<file path="src/rtl/tdm_frame_pkg.sv">
package tdm_frame_pkg;

  typedef enum logic [1:0] {
    ST_WAIT_FIRST = 2'd0,
    ST_IN_BLOCK   = 2'd1,
    ST_IN_GAP     = 2'd2,
    ST_FAULT      = 2'd3
  } frame_state_e;

  typedef struct packed {
    logic load;
    logic sob;
  } frame_strobe_t;

endpackage

</file>
<file path="src/rtl/tdm_frame_ctrl.sv">
module tdm_frame_ctrl
  import tdm_frame_pkg::*;
#(
  parameter int TDM_FACTOR = 32,
  parameter int NUM_CHANS  = 15,
  parameter int CH_W       = 4
) (
  input  logic          clk,
  input  logic          rstN,
  input  logic          inValid,
  output frame_strobe_t strobe,
  output logic [CH_W-1:0] tagChan,
  output logic          errFlag
);

  localparam int MIN_GAP   = TDM_FACTOR - NUM_CHANS;
  localparam int GAP_W     = (MIN_GAP < 1) ? 1 : $clog2(MIN_GAP + 1);
  localparam int LAST_CHAN = NUM_CHANS - 1;

  frame_state_e    state, stateNext;
  logic [CH_W-1:0] chanIdx, chanNext;
  logic [GAP_W-1:0] gapCnt, gapNext;
  logic            errNext;
  logic            gapMet;

  assign gapMet  = (gapCnt >= GAP_W'(MIN_GAP));
  assign tagChan = chanIdx;

  always_comb begin
    stateNext = state;
    chanNext  = chanIdx;
    gapNext   = gapCnt;
    errNext   = errFlag;
    strobe    = '0;
    unique case (state)
      ST_WAIT_FIRST, ST_IN_GAP: begin
        if (inValid) begin
          if (state == ST_WAIT_FIRST || gapMet) begin
            strobe.load = 1'b1;
            strobe.sob  = 1'b1;
            gapNext     = '0;
            if (NUM_CHANS == 1) begin
              stateNext = ST_IN_GAP;
              chanNext  = '0;
            end else begin
              stateNext = ST_IN_BLOCK;
              chanNext  = CH_W'(1);
            end
          end else begin
            stateNext = ST_FAULT;
            errNext   = 1'b1;
          end
        end else if (state == ST_IN_GAP && !gapMet) begin
          gapNext = gapCnt + 1'b1;
        end
      end
      ST_IN_BLOCK: begin
        if (inValid) begin
          strobe.load = 1'b1;
          if (chanIdx == CH_W'(LAST_CHAN)) begin
            stateNext = ST_IN_GAP;
            chanNext  = '0;
            gapNext   = '0;
          end else begin
            chanNext = chanIdx + 1'b1;
          end
        end else begin
          stateNext = ST_FAULT;
          errNext   = 1'b1;
        end
      end
      default: begin
        stateNext = ST_FAULT;
      end
    endcase
  end

  always_ff @(posedge clk) begin
    if (!rstN) begin
      state   <= ST_WAIT_FIRST;
      chanIdx <= '0;
      gapCnt  <= '0;
      errFlag <= 1'b0;
    end else begin
      state   <= stateNext;
      chanIdx <= chanNext;
      gapCnt  <= gapNext;
      errFlag <= errNext;
    end
  end

endmodule

</file>
<file path="config.mk">
export PLATFORM = sky130hd
export DESIGN_NAME = tdm_frame_ctrl
export DESIGN_NICKNAME = d
export VERILOG_FILES = /design/src/rtl/tdm_frame_pkg.sv /design/src/rtl/tdm_frame_ctrl.sv
export SDC_FILE = /design/constraint.sdc
export NUM_CORES = 1
export LEC_CHECK = 0
export ABC_AREA = 1
export BUFFER_PORTS_ARGS = -buffer_cell sky130_fd_sc_hd__buf_2
export CAP_MARGIN = 20
export CORE_ASPECT_RATIO = 0.9
export CORE_MARGIN = 2
export CORE_UTILIZATION = 41
export CTS_CLUSTER_SIZE = 40
export DETAILED_ROUTE_END_ITERATION = 6
export GPL_TIMING_DRIVEN = 0
export HOLD_SLACK_MARGIN = 0.12
export PLACE_DENSITY_LB_ADDON = 0.08
export RECOVER_POWER = 100
export SLEW_MARGIN = 20
export SYNTH_ARGS = -nofsm -noshare
export SYNTH_HDL_FRONTEND = slang
export SYNTH_SLANG_ARGS = --single-unit
</file>
<file path="constraint.sdc">
create_clock -name clk -period 1.35 [get_ports clk]
set_input_delay 0.2025 -clock clk [delete_from_list [all_inputs] [get_ports clk]]
set_output_delay 0.2025 -clock clk [all_outputs]
set_load 0.005 [all_outputs]
</file>
Word level (Yosys, flattened, before mapping)

Index checks and enable logic that the tools add are counted.

Add/sub/neg operators: 2
Mux-type cells: 25
Eq/ne operators: 12
Magnitude comparators: 1
Reductions and logical operators: 10

Operators by type and width:

| cell                                                     | number |
|---|---|
| two-way mux 5 bit                                        | 5 |
| two-way mux 4 bit                                        | 4 |
| two-way mux 2 bit                                        | 6 |
| inequality test 2 bit, second input constant             | 6 |
| one-hot mux 5 bit (2 select lines)                       | 1 |
| inequality test 3 bit, second input constant             | 3 |
| one-hot mux 4 bit (2 select lines)                       | 1 |
| AND reduction 4 bit                                      | 2 |
| adder 5 x 1 -> 5 bit, second input constant              | 1 |
| greater-or-equal comparator 5 bit, second input constant | 1 |
| two-way mux 1 bit                                        | 5 |
| AND reduction 5 bit                                      | 1 |
| adder 4 x 1 -> 4 bit, second input constant              | 1 |
| equality test 4 bit, second input constant               | 1 |
| one-hot mux 1 bit (2 select lines)                       | 2 |
| one-hot mux 2 bit (2 select lines)                       | 1 |
| equality test 2 x 1 -> 1 bit, second input constant      | 1 |
| equality test 2 bit, second input constant               | 1 |
| zero test 2 bit                                          | 1 |
| AND reduction 2 bit                                      | 1 |
| nonzero test 2 bit                                       | 1 |
| OR reduction 2 bit                                       | 1 |
| logical AND 1 bit                                        | 1 |
| zero test 1 bit                                          | 1 |
| logical OR 1 bit                                         | 1 |

Register bits after elaboration: 12
Word-level logic and storage cells: 54
Output and inout bits: 7
Input bits: 3

Longest topological paths before layout

Gate-level depths: netlist of run 1.

Depth after elaboration: 6
Depth in mapped cells: 10
Depth with buffers taken out: 10

Least setup slack after synthesis of run 1

Ideal clock, no wire load.

Path kind: reg2reg
Start point: register gapCnt[1]
End point: register gapCnt[0]
Period minus slack after synthesis: 1417 ps
Arrival: 1302 ps
Library setup time: 116 ps
Stages on the path, launching flop included: 11
Data required time: 1234 ps
Path buffers: 0
Path slack: -67 ps
Cell sequence: dfxtp_1 -> inv_1 -> ha_1 -> nor2_1 -> nand3_1 -> nand2_1 -> nand2_1 -> nand2_1 -> nand3_2 -> o21ai_0 -> nor2_1

Word-level cells in the longest chain between the ends: 5

RTL lines:

| item                                   | RTL line             | source |
|---|---|---|
| from (decl)                            | tdm_frame_ctrl.sv:22 | `logic [GAP_W-1:0] gapCnt, gapNext;` |
| from (signal assigned)                 | tdm_frame_ctrl.sv:87 | `gapCnt <= gapNext;` |
| greater-or-equal comparator 5 bit *    | tdm_frame_ctrl.sv:26 | `assign gapMet = (gapCnt >= GAP_W'(MIN_GAP));` |
| zero test 1 bit                        | tdm_frame_ctrl.sv:53 | `end else if (state == ST_IN_GAP && !gapMet) begin` |
| logical AND 1 bit                      | tdm_frame_ctrl.sv:53 |  |
| inequality test 3 bit (no source line) | n/a                  |  |
| AND reduction 5 bit (no source line) * | n/a                  |  |

Mark *: on every way between the ends. The rest lies on a longest branch, timed or not.
A chain may end at the register's enable or synchronous reset.

==> results of run 1 <==
final cells by class:
type	count	area share (%)
multi-input cells	73	51.8
flip-flops and latches	12	23.3
repair buffers	22	14.4
inverters	13	4.44
clock buffers	4	3.30
well taps	24	2.73
flip-flops by register name (all words and copies together) (netlist names):
signal,flops
gapCnt,5
errFlag,1
state,2
tagChan,4
cells in the final DEF (no fill, tap or decap), drive strengths merged:
master / n
buf: 21
nor2: 18
inv: 13
dfxtp: 12
nand2: 12
nand3: 10
a21oi: 9
o21ai: 9
clkbuf: 5
nor3: 4
ha: 4
nand4: 3
or2: 2
o211a: 1
a21boi: 1
through the flow:
step	hold WS [ns]	TNS, ns
floorplan	0.334	0
global placement	0.436	-0.864
detailed placement	0.443	-1.10
CTS	0.211	-1.21
global route	0.220	-1.64
finish	0.212	-0.787
logic make-up after synthesis:
logic type | count (synthesis) | share of synthesized area (%)
compound gates | 20 | 18.7
flops | 12 | 33.6
buf+inv | 13 | 6.83
fa+ha+maj | 4 | 7.01
simple gates | 49 | 33.8
worst max path at each step:
| stage | from | to | slack, ns | cells after the start |
|---|---|---|---|---|
| after floorplan | gapCnt[1] | gapCnt[1] | 0.01 | 10 |
| after global placement | gapCnt[1] | gapCnt[0] | -0.15 | 10 |
| after detailed placement | gapCnt[1] | gapCnt[1] | -0.17 | 10 |
| after CTS | gapCnt[1] | strobe[0] | -0.18 | 7 |
| after global routing | gapCnt[1] | gapCnt[2] | -0.23 | 11 |
| final | gapCnt[1] | strobe[0] | -0.16 | 7 |
power breakdown:
| part | switching [mW] | total, mW | internal [mW] |
|---|---|---|---|
| logic | 0.185 | 0.340 | 0.155 |
| clock network | 0.125 | 0.289 | 0.164 |
| registers | 0.0321 | 0.415 | 0.383 |
| total | 0.342 | 1.04 | 0.702 |
repair_timing:
item                                    CTS  global route
endpoints found under the setup margin   12            14
pin swaps                                 5            12
hold buffers                              0             0
resized for setup                        15            36
setup buffers                             6             8
metal layers:
metal / vias to the layer above / GRT usage [%]
met5: - / 0
met4: 0 / 7.57
met3: 2 / 7.92
met2: 10 / 28.8
met1: 348 / 26.9
li1: 378 / -
critical path, delay by kind of cell (launching register included):
kind / cells / cell delay, ns
AND/OR/NAND/NOR: 3 / 0.21
AO/OA/AOI/OAI: 1 / 0.16
flip-flops: 1 / 0.35
buffers and inverters: 2 / 0.19
adder cells (fa/ha/maj): 1 / 0.13
==> flow_summary.json, run 1 <==
{
  "wl_met3_um": 55,
  "critPathKind": "flop to primary output",
  "fillers": 136,
  "grt-ovfl-total": 0,
  "rr_worst_depth": 11,
  "synth_edf_count": 0,
  "antenna_found_initial": 0,
  "routabilityCongestion": 0.806,
  "first_global_vias": 701,
  "fin_skew_ns": 0.00173,
  "nets": 132,
  "finalWorstSetupSlack_ns": -0.159,
  "area_growth_syn_to_layout_pct": 53.9,
  "synth_area_leaders": "dfxtp_1 34%, nor2_1 8.4%, ha_1 7.0%",
  "cap_viol_max_count": 0,
  "cp.required_ns": 1.15,
  "period_share_pct": 112,
  "netlist_instances": 98,
  "post-route-cell-area_um2": 1100,
  "drive_gt1_share_pct": 55.6,
  "syn-num-nets": 105,
  "fp.dieH_um": 43.6,
  "maxSlewHeadroom_pct": 82.6,
  "multi_input_area_um2": 569,
  "rsz0062_at_grt": "true",
  "grt_max_degree": 9,
  "rr_startpoint": "gapCnt[1]",
  "cts_tree": "done",
  "drt_iter0_markers": 20,
  "hold_depth": 3,
  "syn-cell-area_um2": 714,
  "irDropWorstVdd_v": 0.000655,
  "root_buffer": "clkbuf_4",
  "dp_hpwl_mm": 1.15,
  "portBuffers": 9,
  "power.density_nw_per_um2": 949,
  "insertion_delay_ns": 0.28,
  "dr_wl_met2_um": 951,
  "yosysWarnings": 0,
  "period_needed_ns": 1.51,
  "slew_violations": 0,
  "grt_usage_pct": 20.1,
  "clkSlewWorstSetupHoldPaths_ns": 0.08,
  "cp_slowest_cell": "dfxtp_4",
  "numCtsBuffers": 3,
  "utilization_pct": 66.1,
  "synth.distinct_cells": 23,
  "ant_nets": 0,
  "seq_area_um2": 256,
  "slowest_delay_ns": 0.35,
  "wirelength_mm": 1.97,
  "cts_sinks": 12,
  "ios": 10,
  "yosysMostFrequentCell": "nor2_1",
  "tightest_slew_ns": 0.260,
  "finalHoldViolCount": 0,
  "finalPower_mw": 1.04,
  "status": "finished with violations",
  "place_ws_ns": -0.168,
  "core.rowCount": 14,
  "core-area_um2": 1660,
  "avgSynthCellArea_um2": 7.29,
  "min_path_type": "primary input to flop",
  "max_freq_mhz": 663,
  "dpl-instance-area_um2": 793,
  "synthFlopType": "dfxtp_1",
  "start_util_pct": 42.9,
  "netlist_top_cells_count": "16 x nor2_1, 12 x dfxtp_1, 11 x inv_1",
  "r2r_setup_slack_ns": -0.13,
  "crit_fanout": 2,
  "ys_ff_latch": 12,
  "viasPerCell": 4.99,
  "fp.dieW_um": 48,
  "dr.pass1.iters": 4,
  "setup_viol": 9,
  "n_antenna_cell": 0,
  "post-place-cells": 131,
  "regToRegEndpoint": "gapCnt[2]",
  "end_kind": "primary output",
  "hold_start": "rstN",
  "highest_layer": "met4",
  "p_leak_nw": 0.460,
  "htreeDepth": 1,
  "finalNonFillerCells": 148,
  "grt_pass1_wl_mm": 2.93,
  "violations": "setup timing",
  "crit_path_cell_trace": "inv_2 > ha_4 > nor2_4 > nand3_2 > nand2_2 > a21oi_2 > buf_2",
  "worstHoldEndpoint": "gapCnt[0]",
  "critPathArrivalTime_ns": 1.31,
  "ys_seq_area_share_pct": 33.6,
  "die_area_um2": 2090,
  "drt-met1-wl_um": 938,
  "synth_top_area_share_pct": 33.6,
  "yosysTopAreaCell": "dfxtp_1",
  "ctsLongestPathBuffers": 2,
  "routed-via-count": 738,
  "ys_async_sr_fraction_pct": 0,
  "cp-start-kind": "flop",
  "wire_per_inst_um": 13.3,
  "drc": 0
}
Power figures use the tool's default switching activity.
==> inputs of run 2 (changes only) <==
- clock period: 1.35 -> 1.4 ns (I/O delays scaled with it)
==> run 2 against run 1 <==
The run still ends with setup timing left. Combinational power decreased by 7.9%. Flip-flop and latch count unchanged. Critical path depth unchanged. Sequential share of layout area increased by 0.090 points. Die area unchanged. Critical path type unchanged. Highest routed layer unchanged.
==> flow_summary.json, run 2 (same netlist as run 1, synthesis figures left out) <==
{
  "grt-ovfl-total": 0,
  "status": "finished with violations",
  "first_global_vias": 569,
  "cp-start-kind": "flop",
  "fp.dieW_um": 48,
  "grt_usage_pct": 17.6,
  "die_area_um2": 2090,
  "area_growth_syn_to_layout_pct": 48.9,
  "routabilityCongestion": 0.818,
  "critPathArrivalTime_ns": 1.31,
  "end_kind": "primary output",
  "finalNonFillerCells": 144,
  "period_needed_ns": 1.52,
  "tightest_slew_ns": 0.307,
  "clkSlewWorstSetupHoldPaths_ns": 0.08,
  "n_antenna_cell": 0,
  "post-place-cells": 131,
  "final_common_cell": "nor2_1",
  "routed-via-count": 708,
  "cp.required_ns": 1.19,
  "drive_gt1_share_pct": 45.0,
  "start_util_pct": 42.9,
  "hold_slack_ns": 0.220,
  "p_leak_nw": 0.446,
  "violations": "setup timing",
  "nets": 128,
  "finalHoldViolCount": 0,
  "ios": 10,
  "htreeDepth": 1,
  "cap_viol_max_count": 0,
  "ant_nets": 0,
  "final_cell_mix": "13 x nor2_1, 10 x inv_1, 9 x dfxtp_1",
  "root_buffer": "clkbuf_4",
  "period_share_pct": 108,
  "max_freq_mhz": 658,
  "slowest_delay_ns": 0.35,
  "cts_tree": "done",
  "setup_viol": 8,
  "crit_fanout": 2,
  "largest-register": "gapCnt",
  "power.density_nw_per_um2": 940,
  "min_path_type": "primary input to flop",
  "fp.dieH_um": 43.6,
  "cp_slowest_cell": "dfxtp_4",
  "crit_path_cell_trace": "inv_2 > ha_4 > nor2_4 > nand3_4 > nand2_4 > a21oi_4 > buf_2",
  "portBuffers": 9,
  "fin_skew_ns": 0.00139,
  "insertion_delay_ns": 0.27,
  "critPathKind": "flop to primary output",
  "wire_per_inst_um": 12.3,
  "dr.pass1.iters": 4,
  "irDropWorstVdd_v": 0.000613,
  "core.rowCount": 14,
  "grt_max_degree": 10,
  "numCtsBuffers": 3,
  "wirelength_mm": 1.77,
  "largest_reg_flops": 5,
  "ctsLongestPathBuffers": 2,
  "cts_sinks": 12,
  "rsz0062_at_grt": "true",
  "drt_iter0_markers": 13,
  "dp_hpwl_mm": 1.13,
  "viasPerCell": 4.92,
  "grt_pass1_wl_mm": 2.53,
  "finalWorstSetupSlack_ns": -0.119,
  "drc": 0,
  "core-area_um2": 1660,
  "slew_violations": 0,
  "postCtsHoldBufs": 0,
  "maxSlewHeadroom_pct": 79.5,
  "antenna_found_initial": 0
}
[run 2: cell type report]
class / instances / area [µm²]
Tap cell: 24 / 30.0
Inverter: 13 / 48.8
Clock buffer: 4 / 36.3
Fill cell: 157 / 601
Multi-Input combinational cell: 73 / 568
Timing Repair Buffer: 18 / 131
Sequential cell: 12 / 249
[run 2: timing repair]
action,4_1_cts,5_1_grt
setup endpoints to repair,12,11
cloned,0,0
pin swaps,7,14
buffers inserted,5,4
resized for setup,18,24
[run 2: metal layers]
metal	share of wire [%]	global-route usage, %	wire length (µm)	vias to the layer above
li1	-	-	-	375
met1	45	23.1	802	316
met2	49	27.2	868	15
met3	4.8	6.25	84	2
met4	0.62	4.86	11	0
met5	0	0	0	-
[run 2: where the power goes]
part	internal, mW	total [mW]	switching (mW)
Sequential	0.369	0.407	0.0377
Clock	0.158	0.280	0.122
Combinational	0.140	0.313	0.173
[run 2: worst max-delay path: cells and delay by family, from the launching register on]
kind / cells / cell delay (ns)
adders and majority gates: 1 / 0.16
and+or+nand+nor: 3 / 0.31
DFF: 1 / 0.35
AOI/OAI and AO/OA: 1 / 0.05
buffers and inverters: 2 / 0.17
[run 2: worst paths after layout]
path                  start        end  depth (start not counted)  slack [ns]
setup / recovery  gapCnt[1]  strobe[0]                          7       -0.12
hold / removal         rstN  gapCnt[1]                          3        0.22
setup reg to reg  gapCnt[1]  gapCnt[0]                         11       -0.09
hold reg to reg     errFlag    errFlag                          2        0.45
[run 2: metrics by stage]
| step | setup WS, ns | setup TNS (ns) | power (mW) | util, % | area (µm²) |
|---|---|---|---|---|---|
| 6_report | -0.119 | -0.482 | 1.00 | 63.9 | 1060 |
| 5_1_grt | -0.161 | -1.19 | 1.06 | 63.9 | 1060 |
| 4_1_cts | -0.164 | -0.852 | 0.932 | 56.5 | 940 |
| 3_5_place_dp | -0.177 | -0.998 | 0.596 | 47.7 | 793 |
| 3_3_place_gp | -0.154 | -0.661 | 0.592 | 47.7 | 793 |
| 2_1_floorplan | 0.0452 | 0 | 0.541 | - | 718 |
